===== config.mk =====
export PLATFORM = sky130hd
export DESIGN_NAME = hs_engine
export DESIGN_NICKNAME = d
export VERILOG_FILES = /design/src/rtl/hs_pkg.sv /design/src/rtl/hs_edge.sv /design/src/rtl/hs_outbuf.sv /design/src/rtl/hs_inq.sv /design/src/rtl/hs_engine.sv
export SDC_FILE = /design/constraint.sdc
export NUM_CORES = 1
export LEC_CHECK = 0
export BUFFER_PORTS_ARGS = -buffer_cell sky130_fd_sc_hd__buf_2
export CAP_MARGIN = 10
export CELL_PAD_IN_SITES_DETAIL_PLACEMENT = 1
export CELL_PAD_IN_SITES_GLOBAL_PLACEMENT = 2
export CORE_MARGIN = 4
export CORE_UTILIZATION = 37
export DETAILED_ROUTE_END_ITERATION = 12
export HOLD_SLACK_MARGIN = 0.02
export PLACE_DENSITY_LB_ADDON = 0.1
export SLEW_MARGIN = 20
export SYNTH_ARGS = -nofsm -noshare
export SYNTH_HDL_FRONTEND = slang
export SYNTH_HIERARCHICAL = 1
export SYNTH_SLANG_ARGS = --single-unit

===== constraint.sdc =====
create_clock -name clk -period 3.15 [get_ports clk]
set_clock_uncertainty 0.1 [all_clocks]
set_input_delay 0.1575 -clock clk [delete_from_list [all_inputs] [get_ports clk]]
set_output_delay 0.1575 -clock clk [all_outputs]
set_load 0.01 [all_outputs]

===== src/rtl/hs_pkg.sv =====
package hs_pkg;

   // Outcome of evaluating one host handshake write
   typedef enum logic [2:0] {
      EV_NONE    = 3'd0,
      EV_CAPTURE = 3'd1,
      EV_LOAD    = 3'd2,
      EV_SYNC    = 3'd3,
      EV_END     = 3'd4,
      EV_IDLE    = 3'd5
   } hs_ev_e;

endpackage


===== src/rtl/hs_edge.sv =====
module hs_edge (
   input  logic clk,
   input  logic rst_n,
   input  logic we,
   input  logic ack_n,
   input  logic tip_n,
   output logic prev_ack,
   output logic prev_tip,
   output logic chg
);

   always_ff @(posedge clk or negedge rst_n) begin
      if (!rst_n) begin
         prev_ack <= 1'b0;
         prev_tip <= 1'b0;
      end else if (we) begin
         prev_ack <= ack_n;
         prev_tip <= tip_n;
      end
   end

   assign chg = (ack_n != prev_ack) || (tip_n != prev_tip);

   // previous levels follow the last write only
   p_prev_hold_r1: assert property (@(posedge clk) disable iff (!rst_n)
      !we |=> ($stable(prev_ack) && $stable(prev_tip)));

endmodule


===== src/rtl/hs_outbuf.sv =====
module hs_outbuf #(
   parameter  int DW    = 8,
   parameter  int DEPTH = 16,
   localparam int CW    = $clog2(DEPTH + 1)
) (
   input  logic                clk,
   input  logic                rst_n,
   input  logic                cap,
   input  logic                clr,
   input  logic [DW-1:0]       din,
   output logic [CW-1:0]       cnt,
   output logic                full,
   output logic [DEPTH*DW-1:0] data
);

   initial assert (DEPTH >= 1) else $error("hs_outbuf: DEPTH must be at least 1");

   assign full = (cnt == CW'(DEPTH));

   always_ff @(posedge clk or negedge rst_n) begin
      if (!rst_n)
         cnt <= '0;
      else if (clr)
         cnt <= '0;
      else if (cap && !full)
         cnt <= cnt + CW'(1);
   end

   for (genvar i = 0; i < DEPTH; i++) begin : g_slot
      always_ff @(posedge clk or negedge rst_n) begin
         if (!rst_n)
            data[i*DW +: DW] <= '0;
         else if (cap && !full && (cnt == CW'(i)))
            data[i*DW +: DW] <= din;
      end
   end

   // count never passes the depth
   p_cnt_bound_r4: assert property (@(posedge clk) disable iff (!rst_n)
      cnt <= CW'(DEPTH));

   // a full buffer does not grow
   p_full_hold_r4: assert property (@(posedge clk) disable iff (!rst_n)
      (full && !clr) |=> full);

endmodule


===== src/rtl/hs_inq.sv =====
module hs_inq #(
   parameter  int DW    = 8,
   parameter  int DEPTH = 16,
   localparam int CW    = $clog2(DEPTH + 1),
   localparam int IW    = $clog2(DEPTH)
) (
   input  logic                clk,
   input  logic                rst_n,
   input  logic                ld,
   input  logic [CW-1:0]       ld_len,
   input  logic [DEPTH*DW-1:0] ld_data,
   input  logic                adv,
   output logic [DW-1:0]       cur,
   output logic                pending,
   output logic                last
);

   initial assert (DEPTH >= 2) else $error("hs_inq: DEPTH must be at least 2");

   logic [DW-1:0] mem [DEPTH];
   logic [CW-1:0] idx;
   logic [CW-1:0] len;

   always_ff @(posedge clk or negedge rst_n) begin
      if (!rst_n) begin
         idx <= '0;
         len <= '0;
      end else if (ld) begin
         idx <= '0;
         len <= ld_len;
      end else if (adv && pending) begin
         idx <= idx + CW'(1);
      end
   end

   for (genvar i = 0; i < DEPTH; i++) begin : g_byte
      always_ff @(posedge clk or negedge rst_n) begin
         if (!rst_n)
            mem[i] <= '0;
         else if (ld)
            mem[i] <= ld_data[i*DW +: DW];
      end
   end

   assign pending = (idx < len);
   assign last    = ((idx + CW'(1)) == len);
   assign cur     = mem[idx[IW-1:0]];

   // a length beyond the depth is illegal
   p_len_legal_r9: assert property (@(posedge clk) disable iff (!rst_n)
      ld |-> (ld_len <= CW'(DEPTH)));

   // read position never passes the length
   p_idx_bound_r5: assert property (@(posedge clk) disable iff (!rst_n)
      idx <= len);

endmodule


===== src/rtl/hs_engine.sv =====
module hs_engine
   import hs_pkg::*;
#(
   parameter  int DW        = 8,
   parameter  int OUT_DEPTH = 16,
   parameter  int RPL_DEPTH = 16,
   localparam int OCW       = $clog2(OUT_DEPTH + 1),
   localparam int RCW       = $clog2(RPL_DEPTH + 1)
) (
   input  logic                    clk,
   input  logic                    rst_n,
   input  logic                    pb_we,
   input  logic                    pb_ack_n,
   input  logic                    pb_tip_n,
   input  logic                    dir_out,
   input  logic                    sr_we,
   input  logic [DW-1:0]           sr_wdata,
   input  logic                    rpl_load,
   input  logic [RCW-1:0]          rpl_len,
   input  logic [RPL_DEPTH*DW-1:0] rpl_data,
   output logic                    treq_n,
   output logic [DW-1:0]           sr_q,
   output logic                    sr_irq,
   output logic                    pkt_valid,
   output logic [OCW-1:0]          pkt_len,
   output logic [OUT_DEPTH*DW-1:0] pkt_data
);

   initial assert (DW >= 1) else $error("hs_engine: DW must be at least 1");

   logic           prev_ack, prev_tip, chg;
   logic [OCW-1:0] out_cnt;
   logic           out_full;
   logic [DW-1:0]  in_cur;
   logic           in_pend, in_last;
   logic           rpl_ok;
   hs_ev_e         ev;

   hs_edge u_edge (
      .clk      (clk),
      .rst_n    (rst_n),
      .we       (pb_we),
      .ack_n    (pb_ack_n),
      .tip_n    (pb_tip_n),
      .prev_ack (prev_ack),
      .prev_tip (prev_tip),
      .chg      (chg)
   );

   hs_outbuf #(.DW(DW), .DEPTH(OUT_DEPTH)) u_out (
      .clk   (clk),
      .rst_n (rst_n),
      .cap   (ev == EV_CAPTURE),
      .clr   (ev == EV_END),
      .din   (sr_q),
      .cnt   (out_cnt),
      .full  (out_full),
      .data  (pkt_data)
   );

   assign rpl_ok = rpl_load && !pb_we;

   hs_inq #(.DW(DW), .DEPTH(RPL_DEPTH)) u_in (
      .clk     (clk),
      .rst_n   (rst_n),
      .ld      (rpl_ok),
      .ld_len  (rpl_len),
      .ld_data (rpl_data),
      .adv     (ev == EV_LOAD),
      .cur     (in_cur),
      .pending (in_pend),
      .last    (in_last)
   );

   // Classify the host write against the previous levels
   always_comb begin
      ev = EV_NONE;
      if (pb_we) begin
         if (!pb_tip_n) begin
            if (dir_out) begin
               if (chg && !out_full) ev = EV_CAPTURE;
            end else if (chg && in_pend) begin
               ev = EV_LOAD;
            end
         end else if (prev_tip && (pb_ack_n != prev_ack)) begin
            ev = EV_SYNC;
         end else if (!prev_tip) begin
            ev = EV_END;
         end else begin
            ev = EV_IDLE;
         end
      end
   end

   always_ff @(posedge clk or negedge rst_n) begin
      if (!rst_n) begin
         treq_n    <= 1'b1;
         sr_q      <= '0;
         sr_irq    <= 1'b0;
         pkt_valid <= 1'b0;
         pkt_len   <= '0;
      end else begin
         sr_irq    <= (ev == EV_CAPTURE) || (ev == EV_LOAD) || (ev == EV_SYNC) ||
                      (ev == EV_END) || rpl_ok;
         pkt_valid <= (ev == EV_END) && (out_cnt != '0);
         if (ev == EV_END) pkt_len <= out_cnt;

         if (ev == EV_LOAD)
            sr_q <= in_cur;
         else if (sr_we)
            sr_q <= sr_wdata;

         case (ev)
            EV_LOAD: if (in_last) treq_n <= 1'b1;
            EV_SYNC: treq_n <= pb_ack_n;
            EV_END, EV_IDLE: if (in_pend) treq_n <= 1'b0;
            default: if (rpl_ok && prev_tip && (rpl_len != '0)) treq_n <= 1'b0;
         endcase
      end
   end

   // idle acknowledge change is echoed on the request line
   p_sync_echo_r6: assert property (@(posedge clk) disable iff (!rst_n)
      (pb_we && pb_tip_n && prev_tip && (pb_ack_n != prev_ack)) |=> (treq_n == $past(pb_ack_n)));

   // last reply byte deasserts the request line
   p_end_mark_r5: assert property (@(posedge clk) disable iff (!rst_n)
      (pb_we && !pb_tip_n && !dir_out && chg && in_pend && in_last) |=> treq_n);

   // a capture into a full buffer raises no event
   p_drop_quiet_r4: assert property (@(posedge clk) disable iff (!rst_n)
      (pb_we && !pb_tip_n && dir_out && out_full && !rpl_load) |=> !sr_irq);

   // a packet never reports zero bytes
   p_pkt_nonzero_r7: assert property (@(posedge clk) disable iff (!rst_n)
      pkt_valid |-> (pkt_len != '0));

   // end of transfer always raises the event
   p_end_irq_r7: assert property (@(posedge clk) disable iff (!rst_n)
      (pb_we && pb_tip_n && !prev_tip) |=> sr_irq);

   // write with no level change during a transfer is inert
   p_no_change_r10: assert property (@(posedge clk) disable iff (!rst_n)
      (pb_we && !pb_tip_n && !chg && !sr_we) |=> ($stable(sr_q) && $stable(treq_n) && !sr_irq));

endmodule


==> results.json, run 1 <==
{
  "run_status": "completed",
  "chipHeight_um": 193,
  "final_ant_viol_nets": 0,
  "preCtsSetupSlack_ns": 0.124,
  "fillerInstances": 3375,
  "post_cts_buffers": 0,
  "area_growth_syn_to_layout_pct": 37.1,
  "timing_max_transition_violations_final": 0,
  "critPathLaunchType": "flip-flop",
  "post-route-cell-area_um2": 17400,
  "setup_total_negative_slack_ns": 0,
  "clock_tree.htree_level_count": 2,
  "grt_pass1_wl_um": 58300,
  "synthesis.yosys.warnings": 6,
  "timing.final.crit_period_ns": 2.88,
  "dp_hpwl_um": 24400,
  "worst_max_slew_margin_expressed_relative_to_the_limit_pct": 42.3,
  "worst-slew-pin-transition_ns": 0.866,
  "horizontal_die_dimension_um": 193,
  "library_cell_with_the_highest_instance_count_after_synthesis": "sky130_fd_sc_hd__dfrtp_1",
  "route.detailed.wl_per_inst_um": 20.8,
  "gp_congestion": 0.743,
  "avgSynthCellArea_um2": 15.3,
  "numCtsBuffers": 34,
  "num_vias": 8592,
  "class_of_the_worst_hold_path": "in2reg",
  "async_reset_ff_share_pct": 100,
  "design.final.nets": 1436,
  "worstPathArrival_ns": 3.17,
  "wirelength_um": 36500,
  "cts.sinks": 289,
  "critical_path_required_ns": 3.44,
  "clkLatencyLatePin_ns": 0.51,
  "post_drt_via_cell_ratio": 4.90,
  "timing.max_cap.violations": 0,
  "path_max_fanout": 8,
  "drive_gt1_share_pct": 51.7,
  "fin_ws_ns": 0.267,
  "grt.overflow.total": 0,
  "post_detailed_route_drc_marker_count": 0,
  "powerDensity_nw_per_um2": 626,
  "ys_top_cells_by_count": "sky130_fd_sc_hd__dfrtp_1 (288), sky130_fd_sc_hd__mux2_2 (240), sky130_fd_sc_hd__nand2_1 (29)",
  "final.period_utilization_pct": 91.5,
  "post_synth_main_area_contributors": "sky130_fd_sc_hd__dfrtp_1 (57%), sky130_fd_sc_hd__mux2_2 (21%), sky130_fd_sc_hd__mux4_2 (3.5%), sky130_fd_sc_hd__mux2_4 (1.9%), sky130_fd_sc_hd__mux4_1 (1.2%)",
  "grt_usage_pct": 19.4,
  "timing.final.hold_violations": 0,
  "port-buffer-count": 292,
  "grt_pass1_vias": 9912,
  "number_of_detailed_route_iterations_in_the_first_pass": 4,
  "post-synth-top-area-cell": "sky130_fd_sc_hd__dfrtp_1",
  "clockBufferDepth": 3,
  "worst_ir_drop_vdd_uv": 396,
  "core_area_um2": 33700,
  "ioPinCount": 293,
  "setup.worst_path.class": "reg2reg",
  "rsz0062_at_grt": "false",
  "postSynthNetCount": 989,
  "placed_cell_area_um2": 14600,
  "cts_root_buffer": "sky130_fd_sc_hd__clkbuf_16",
  "cts.reportedPaths.clkPinSlew_ns": 0.06,
  "post_synthesis_sequential_area_ratio_pct": 57.0,
  "antenna_violations_before_repair": 5,
  "die-area_um2": 37300,
  "synth_edf_count": 0,
  "initial_core_util_pct": 37.7,
  "top_area_cell_type_share_of_the_netlist_area_pct": 56.8,
  "p_leak_nw": 8.44,
  "ys_types": 60,
  "postSynth.topFlopCell": "sky130_fd_sc_hd__dfrtp_1",
  "grt_start_max_net_pins": 82,
  "drt-initial-drc-count": 219,
  "postSynthRegisterBits": 289,
  "syn-cell-area_um2": 12700,
  "fmax_mhz": 347,
  "clock_tree_from_tritoncts": "done",
  "placementRows": 67,
  "netlist_instances": 829,
  "report.final.setup_viol": 0,
  "crit_path_end_kind": "flip-flop"
}
timing repair:
item                                    in CTS  in global routing
resized for setup                            0                  1
hold buffers                               148                  0
endpoints found under the setup margin       0                 49
hold endpoints to repair                   225                  0
final timing paths:
| check | start | endpoint | slack [ns] | cells past startpoint |
|---|---|---|---|---|
| setup / recovery | u_out/cnt[0] | u_out/data[44] | 0.27 | 8 |
| hold / removal | sr_we | sr_q[4] | 0.06 | 3 |
| setup reg to reg | u_out/cnt[0] | u_out/data[44] | 0.27 | 8 |
| hold reg to reg | u_out/data[27] | u_out/data[27] | 0.38 | 1 |
| max in group asynchronous | rst_n | u_in/mem[30] | 1.91 | 3 |
| min in group asynchronous | rst_n | u_out/data[102] | 0.14 | 2 |
stage by stage:
stage          hold WS, ns  std cells  total power, W  utilization [%]
2_1_floorplan       -0.238        829         0.00566                -
3_3_place_gp         0.109       1540         0.00645             43.5
3_5_place_dp        0.0973       1540         0.00651             43.5
4_1_cts             0.0308       1749          0.0111             51.6
5_1_grt             0.0915       1754          0.0114             51.6
6_report            0.0553       1754          0.0109             51.6
power breakdown:
part	leakage (nW)	switching, W	internal [W]
registers	3.68	0.000402	0.00421
clock network	0.621	0.00155	0.00279
logic	4.14	0.000889	0.00105
registers in the layout (all words and copies together), names as in the netlist:
register         flops
pkt_len              5
pkt_valid            1
sr_irq               1
sr_q                 8
treq_n               1
u_edge/prev_ack      1
u_edge/prev_tip      1
u_in/idx             5
u_in/len             5
u_in/mem           128
u_out/cnt            5
u_out/data         128
critical path, cell delays in order, from the launching register on:
cell	delay (ns)
sky130_fd_sc_hd__dfrtp_1	0.46
sky130_fd_sc_hd__inv_1	0.11
sky130_fd_sc_hd__ha_1	0.25
sky130_fd_sc_hd__and4bb_1	0.29
sky130_fd_sc_hd__nor3_2	0.30
sky130_fd_sc_hd__buf_4	0.21
sky130_fd_sc_hd__nand3_1	0.11
sky130_fd_sc_hd__or3_1	0.56
sky130_fd_sc_hd__mux2_4	0.38
cell usage in the layout (no fill, tap or decap), drive strengths merged, types with 2 or more instances in the layout:
master / instances
nand2: 29
clkbuf: 49
mux2i: 10
o22ai: 3
a22oi: 16
nand3: 10
nor2b: 5
nor2: 15
bufinv: 6
a21oi: 9
or3: 4
nand2b: 7
dfrtp: 288
xnor2: 6
diode: 5
o21ai: 15
buf: 310
clkinv: 6
or4: 4
dlygate4sd3: 148
inv: 12
nor3: 5
o31ai: 3
and4: 2
ha: 11
nand3b: 2
o211ai: 2
nor3b: 3
and2b: 2
and3: 2
mux4: 32
mux2: 266
xor2: 3
nand4: 3
a31oi: 2
cells by family (layout without fill, tap and decap cells):
group | Yosys count | count (layout) | share of synthesized area [%]
flops | 289 | 289 | 57.0
mux | 308 | 308 | 30.8
buf+inv | 59 | 531 | 2.75
simple gates | 98 | 98 | 4.79
other cells | 0 | 5 | 0
fa+ha+maj | 11 | 11 | 1.08
xor+xnor | 9 | 9 | 0.621
compound gates | 55 | 55 | 2.95
routing by layer:
layer  vias to the layer above  part of all wire, %  track usage (%)
met4                         0                  2.3             5.06
met5                         -                    0                0
met1                      4375                   42             24.4
met2                       223                   51             34.2
li1                       3938                    -                -
met3                        56                  4.7             3.97
final cells by class:
cell class / instances / area [µm²] / area share (%)
antenna: 5 / 12.5 / 0.0719
clock buffer: 49 / 1040 / 5.98
clock inverter: 12 / 218 / 1.25
inverter: 12 / 45.0 / 0.259
multi-input combinational: 481 / 5120 / 29.5
sequential: 289 / 7240 / 41.6
tap: 448 / 561 / 3.22
timing repair buffer: 458 / 3160 / 18.2
(Power assumes the default switching activity.)
==> run 2, diff against run 1 <==
- ABC_AREA: not set -> 1
- CORE_UTILIZATION: 37 -> 32
==> results.json, run 2 <==
{
  "clockBufferDepth": 3,
  "worst_ir_drop_vdd_uv": 291,
  "worst_r2r_endpoint": "sr_q[7]",
  "postSynth.topFlopCell": "sky130_fd_sc_hd__dfrtp_1",
  "grt_pass1_vias": 13600,
  "drt-initial-drc-count": 720,
  "mostFrequentLayoutCell": "sky130_fd_sc_hd__nand2_1",
  "post-route-cell-area_um2": 18100,
  "post_drt_via_cell_ratio": 4.92,
  "run_status": "completed",
  "grt_pass1_wl_um": 80100,
  "fillerInstances": 5058,
  "largest_stage_delay_on_the_critical_path_ns": 0.56,
  "antenna_violations_before_repair": 2,
  "port-buffer-count": 292,
  "num_vias": 12700,
  "worst-r2r-setup-slack_ns": 0.29,
  "critPathLaunchType": "flip-flop",
  "numCtsBuffers": 37,
  "cts.sinks": 289,
  "report.final.setup_viol": 0,
  "post_detailed_route_drc_marker_count": 0,
  "cts_root_buffer": "sky130_fd_sc_hd__clkbuf_16",
  "worst-path-stages": 15,
  "wirelength_um": 50400,
  "post-synth-top-area-cell": "sky130_fd_sc_hd__dfrtp_1",
  "crit_path_end_kind": "flip-flop",
  "critical_path.reg2reg.startpoint": "u_in/idx[4]",
  "grt.overflow.total": 0,
  "p_leak_nw": 9.53,
  "ys_top_cells_by_count": "sky130_fd_sc_hd__nand2_1 (613), sky130_fd_sc_hd__dfrtp_1 (288), sky130_fd_sc_hd__inv_1 (127)",
  "worst-slew-pin-transition_ns": 0.959,
  "postSynthNetCount": 1766,
  "path_max_fanout": 16,
  "rsz0062_at_grt": "false",
  "area_growth_syn_to_layout_pct": 32.9,
  "layout_common_cells": "sky130_fd_sc_hd__nand2_1 (613), sky130_fd_sc_hd__buf_2 (291), sky130_fd_sc_hd__dfrtp_1 (286), sky130_fd_sc_hd__dlygate4sd3_1 (157), sky130_fd_sc_hd__inv_1 (125)",
  "clock_tree.htree_level_count": 2,
  "setup.worst_path.class": "reg2reg",
  "timing.max_cap.violations": 0,
  "timing.final.hold_violations": 0,
  "postSynthRegisterBits": 289,
  "placementRows": 75,
  "worst_path_dominant_cell_family": "simple AND/OR/NAND/NOR gates",
  "regArea_um2": 7240,
  "core_area_um2": 41900,
  "setup_total_negative_slack_ns": 0,
  "async_reset_ff_share_pct": 100,
  "biggest_regs": "u_in/mem (128), u_out/data (128), sr_q (8)",
  "design.final.nets": 2182,
  "syn-cell-area_um2": 13600,
  "grt_start_max_net_pins": 222,
  "ys_types": 36,
  "critical_path_required_ns": 3.46,
  "timing.reg2reg.worst_path_depth": 15,
  "total_area_of_multi_input_combinational_cells_um2": 5250,
  "worstPathArrival_ns": 3.18,
  "avgSynthCellArea_um2": 8.47,
  "route.detailed.wl_per_inst_um": 19.6,
  "worst_setup_path_startpoint": "u_in/idx[4]",
  "crit_path_end": "sr_q[7]",
  "class_of_the_worst_hold_path": "in2reg",
  "synth_edf_count": 0,
  "chipHeight_um": 214,
  "timing_max_transition_violations_final": 0,
  "horizontal_die_dimension_um": 214,
  "final_ant_viol_nets": 0,
  "grt_usage_pct": 21.8,
  "placed_cell_area_um2": 15400,
  "post_synth_main_area_contributors": "sky130_fd_sc_hd__dfrtp_1 (53%), sky130_fd_sc_hd__nand2_1 (17%), sky130_fd_sc_hd__nand4_1 (5.0%), sky130_fd_sc_hd__nand3_1 (4.2%), sky130_fd_sc_hd__inv_1 (3.5%)",
  "final.period_utilization_pct": 90.9,
  "netlist_instances": 1606,
  "cts.reportedPaths.clkPinSlew_ns": 0.06,
  "clkLatencyLatePin_ns": 0.53,
  "post_synthesis_sequential_area_ratio_pct": 53.2,
  "drive_gt1_share_pct": 20.6,
  "worst_max_slew_margin_expressed_relative_to_the_limit_pct": 36.1,
  "post_cts_buffers": 0,
  "initial_core_util_pct": 32.4,
  "timing.final.crit_period_ns": 2.86,
  "cp.buffers_inverters": 3,
  "library_cell_with_the_highest_instance_count_after_synthesis": "sky130_fd_sc_hd__nand2_1",
  "fmax_mhz": 349,
  "clock_tree_from_tritoncts": "done",
  "top_area_cell_type_share_of_the_netlist_area_pct": 53.0,
  "powerDensity_nw_per_um2": 594,
  "ioPinCount": 293,
  "die-area_um2": 45900,
  "dp_hpwl_um": 32600,
  "cpMaxStageDelayCell": "sky130_fd_sc_hd__dlygate4sd3_1",
  "number_of_detailed_route_iterations_in_the_first_pass": 5,
  "synthesis.yosys.warnings": 6,
  "worstPathCellList": "ha_1 > nand2_1 > inv_1 > nand2_1 > nand2_1 > nor2_1 > nand2_1 > nand2_1 > nand3_2 > a21oi_2 > nand2_2 > buf_4 > nand3_1 > dlygate4sd3_1 > nand3_1",
  "cpMostUsedCell": "sky130_fd_sc_hd__nand2_1",
  "gp_congestion": 0.817
}
-- run 2: changes by cell type in the layout (fill, tap and decap cells not counted), sizes merged, moves of 32 or more --
cell | previous run | this run
nand2 | 29 | 619
mux2 | 266 | 0
inv | 12 | 135
o21ai | 15 | 129
nand3 | 10 | 123
nand4 | 3 | 112
o211ai | 2 | 43
mux4 | 32 | 0
-- run 2: layer usage --
metal	up-vias	part of all wire, %	global-route usage [%]
li1	6083	-	-
met1	6251	44	27.7
met2	274	50	38.3
met3	76	3.6	3.33
met4	0	3.1	7.39
met5	-	0	0
-- run 2: worst reg2reg max path, delay by kind of cell, from the launching register on --
| kind | cells | cell delay (ns) |
|---|---|---|
| compound gates | 1 | 0.19 |
| flops | 1 | 0.40 |
| fa+ha+maj | 1 | 0.33 |
| buf+inv | 3 | 0.81 |
| simple gates | 10 | 0.92 |
-- run 2: stage by stage --
| stage | power (W) | hold slack, ns | std cells | utilization, % | setup WS [ns] |
|---|---|---|---|---|---|
| after floorplan | 0.00575 | -0.238 | 1606 | - | 0.511 |
| final | 0.0107 | 0.0711 | 2578 | 43.1 | 0.287 |
| after global routing | 0.0114 | 0.120 | 2578 | 43.1 | 0.0546 |
| after detailed placement | 0.00673 | 0.0861 | 2365 | 36.7 | 0.459 |
| after global placement | 0.00668 | 0.0815 | 2365 | 36.7 | 0.531 |
| after CTS | 0.0109 | 0.0369 | 2576 | 43.1 | 0.310 |
-- run 2: layout make-up --
type	instances	area share (%)
antenna	2	0.0277
timing repair buffer	473	18.2
multi-input combinational	1084	29.1
tap	539	3.73
inverter	137	2.85
clock buffer	51	5.80
sequential	289	40.0
clock inverter	3	0.222
-- run 2: logic make-up (layout without fill, tap and decap cells) --
kind of cell	after synthesis	in the layout	synth area share, %
AO/OA/AOI/OAI	181	181	7.79
adder cells (fa/ha/maj)	11	11	1.01
XOR/XNOR	3	3	0.193
AND/OR/NAND/NOR	889	889	29.6
other	0	2	0
flip-flops	289	289	53.2
buffers and inverters	233	664	8.24
-- run 2: worst min path at each step --
stage | to | cells after the start | start
after floorplan | pkt_len[0] | 0 | rst_n
after global placement | u_out/data[58] | 1 | rst_n
after detailed placement | u_out/data[58] | 1 | rst_n
after CTS | sr_irq | 5 | dir_out
after global routing | sr_q[4] | 4 | sr_we
final | sr_irq | 5 | dir_out
-- run 2: what timing repair did --
action	CTS	global route
resized for setup	0	0
endpoints found under the hold margin	212	0
hold buffers	157	0
-- run 2: where the power goes --
group	switching (W)	internal, W	leakage (nW)
clock network	0.00160	0.00237	0.537
registers	0.000347	0.00413	3.77
logic	0.00147	0.000826	5.23
==> run 3, diff against run 2 <==
- CORE_UTILIZATION: 32 -> 29
- clock period: 3.15 -> 2.3 ns (I/O delays scaled with it)
==> results.json, run 3 (synthesis gave the netlist of run 2 again) <==
{
  "relative_contribution_of_the_clock_network_to_total_power_pct": 36.0,
  "critPathLaunchType": "flip-flop",
  "grt_usage_pct": 20.3,
  "biggest_regs": "u_in/mem (128), u_out/data (128), sr_q (8)",
  "critical_path_required_ns": 2.63,
  "grt_pass1_vias": 13900,
  "p_total_w": 0.0154,
  "drt-initial-drc-count": 557,
  "dp_hpwl_um": 34000,
  "worst-slew-pin-transition_ns": 0.725,
  "preCtsSetupSlack_ns": -0.173,
  "reported_net_switching_power_w": 0.00501,
  "number_of_detailed_route_iterations_in_the_first_pass": 5,
  "clkLatencyLatePin_ns": 0.55,
  "post_drt_via_cell_ratio": 4.74,
  "placementRows": 79,
  "cts.reportedPaths.clkPinSlew_ns": 0.06,
  "fmax_mhz": 438,
  "initial_core_util_pct": 29.3,
  "worstPathArrival_ns": 2.61,
  "crit_path_end_kind": "flip-flop",
  "timing.max_cap.violations": 0,
  "numCtsBuffers": 37,
  "final.period_utilization_pct": 99.3,
  "worst_r2r_endpoint": "u_out/data[4]",
  "power_switching_share_pct": 32.6,
  "worst_max_slew_margin_expressed_relative_to_the_limit_pct": 51.7,
  "design.final.nets": 2242,
  "p_seq_share_pct": 38.8,
  "critical_path.reg2reg.startpoint": "u_in/len[2]",
  "final_ant_viol_nets": 0,
  "p_leak_nw": 9.88,
  "path_max_fanout": 8,
  "timing_max_transition_violations_final": 0,
  "num_vias": 12900,
  "chipHeight_um": 225,
  "setup.worst_path.class": "reg2reg",
  "worst_ir_drop_vdd_uv": 537,
  "area_growth_syn_to_layout_pct": 42.3,
  "utilization_pct": 41.7,
  "grt_start_max_net_pins": 128,
  "cts_root_buffer": "sky130_fd_sc_hd__clkbuf_16",
  "layout_common_cells": "sky130_fd_sc_hd__nand2_1 (560), sky130_fd_sc_hd__buf_2 (291), sky130_fd_sc_hd__dfrtp_1 (285), sky130_fd_sc_hd__dlygate4sd3_1 (150), sky130_fd_sc_hd__inv_1 (117)",
  "route.detailed.wl_per_inst_um": 19.0,
  "rsz0062_at_grt": "true",
  "drive_gt1_share_pct": 27.4,
  "fin_ws_ns": 0.0162,
  "cts.sinks": 289,
  "power_internal_w": 0.0104,
  "report.final.setup_viol": 0,
  "clockBufferDepth": 3,
  "comb_power_share_pct": 25.2,
  "grt_pass1_wl_um": 80600,
  "gp_congestion": 0.752,
  "timing.reg2reg.worst_path_depth": 15,
  "clock_tree_from_tritoncts": "done",
  "ioPinCount": 293,
  "core_area_um2": 46500,
  "fillerInstances": 5529,
  "worst-r2r-setup-slack_ns": 0.02,
  "horizontal_die_dimension_um": 225,
  "worst_setup_path_startpoint": "u_in/len[2]",
  "wirelength_um": 51600,
  "class_of_the_worst_hold_path": "in2async",
  "port-buffer-count": 292,
  "mostFrequentLayoutCell": "sky130_fd_sc_hd__nand2_1",
  "timing.final.crit_period_ns": 2.28,
  "antenna_violations_before_repair": 3,
  "clock_tree.htree_level_count": 2,
  "post_detailed_route_drc_marker_count": 0,
  "timing.final.hold_violations": 0,
  "run_status": "completed",
  "die-area_um2": 50400,
  "grt.overflow.total": 0,
  "powerDensity_nw_per_um2": 795
}
run 3: cell types whose count changed in the layout (fill, tap and decap cells not counted), sizes merged, moves of 3 or more:
cell         delta
clkinv          +3
nand4           +4
clkinvlp        +3
dlygate4sd3     -7
clkbuf          +3
buf            +61
run 3: critical path, cell delays in order, from the launching register on:
cell                       delay [ns]
sky130_fd_sc_hd__dfrtp_1         0.36
sky130_fd_sc_hd__inv_2           0.06
sky130_fd_sc_hd__ha_4            0.27
sky130_fd_sc_hd__nand2_4         0.05
sky130_fd_sc_hd__nor3_4          0.21
sky130_fd_sc_hd__nor2_4          0.05
sky130_fd_sc_hd__nand2_2         0.06
sky130_fd_sc_hd__nand2_2         0.06
sky130_fd_sc_hd__nand2_2         0.07
sky130_fd_sc_hd__nand3_4         0.11
sky130_fd_sc_hd__clkinv_8        0.11
sky130_fd_sc_hd__buf_16          0.13
sky130_fd_sc_hd__buf_6           0.10
sky130_fd_sc_hd__nand4_4         0.19
sky130_fd_sc_hd__nand2_2         0.15
sky130_fd_sc_hd__o21ai_2         0.05
run 3: stage by stage:
stage | instances | setup TNS, ns | area (µm²) | hold WS (ns)
2_1_floorplan | 1606 | -3.94 | 13900 | -0.281
3_3_place_gp | 2479 | -4.95 | 16100 | 0.00601
3_5_place_dp | 2479 | -10.12 | 16100 | 0.00758
4_1_cts | 2704 | -0.00360 | 19000 | 0.0240
5_1_grt | 2714 | -6.62 | 19300 | 0.0641
6_report | 2714 | 0 | 19300 | 0.0261
run 3: power groups by stage:
stage / registers, W / clock network (W) / logic (W)
after global placement: 0.00604 / 0 / 0.00342
after global routing: 0.00603 / 0.00592 / 0.00430
final: 0.00597 / 0.00554 / 0.00387
after detailed placement: 0.00604 / 0 / 0.00346
after floorplan: 0.00610 / 0 / 0.00184
after CTS: 0.00597 / 0.00573 / 0.00380
run 3: layout make-up:
class,count,area (µm²),share of cell area (%)
timing repair buffer,528,3930,20.3
inverter,137,533,2.75
clock buffer,53,1090,5.63
timing repair inverter,1,7.51,0.0388
clock inverter,8,50.0,0.259
multi-input combinational,1088,5730,29.6
tap,607,759,3.92
sequential,289,7240,37.4
antenna,3,7.51,0.0388
run 3: worst max path at each step:
stage	to	slack (ns)	cells after the start
after global routing	u_out/data[123]	-0.13	15
final	u_out/data[4]	0.02	15
after detailed placement	u_out/data[24]	-0.17	14
after global placement	u_out/data[25]	-0.09	13
after CTS	u_out/data[12]	-0.004	13
after floorplan	u_out/data[74]	-0.05	18
run 3: metal layers:
| metal | up-vias | track usage (%) | share of wire (%) |
|---|---|---|---|
| met2 | 223 | 36.3 | 52 |
| met1 | 6354 | 25.5 | 42 |
| li1 | 6216 | - | - |
| met4 | 0 | 6.03 | 2.6 |
| met3 | 76 | 2.74 | 3.4 |
| met5 | - | 0 | 0 |
run 3: what timing repair did:
action / 4_1_cts / 5_1_grt
gates cloned: 6 / 2
hold endpoints to repair: 433 / 0
setup endpoints to repair: 139 / 147
pin swaps: 9 / 33
buffers inserted: 8 / 9
resized for setup: 25 / 96
hold buffers: 150 / 0
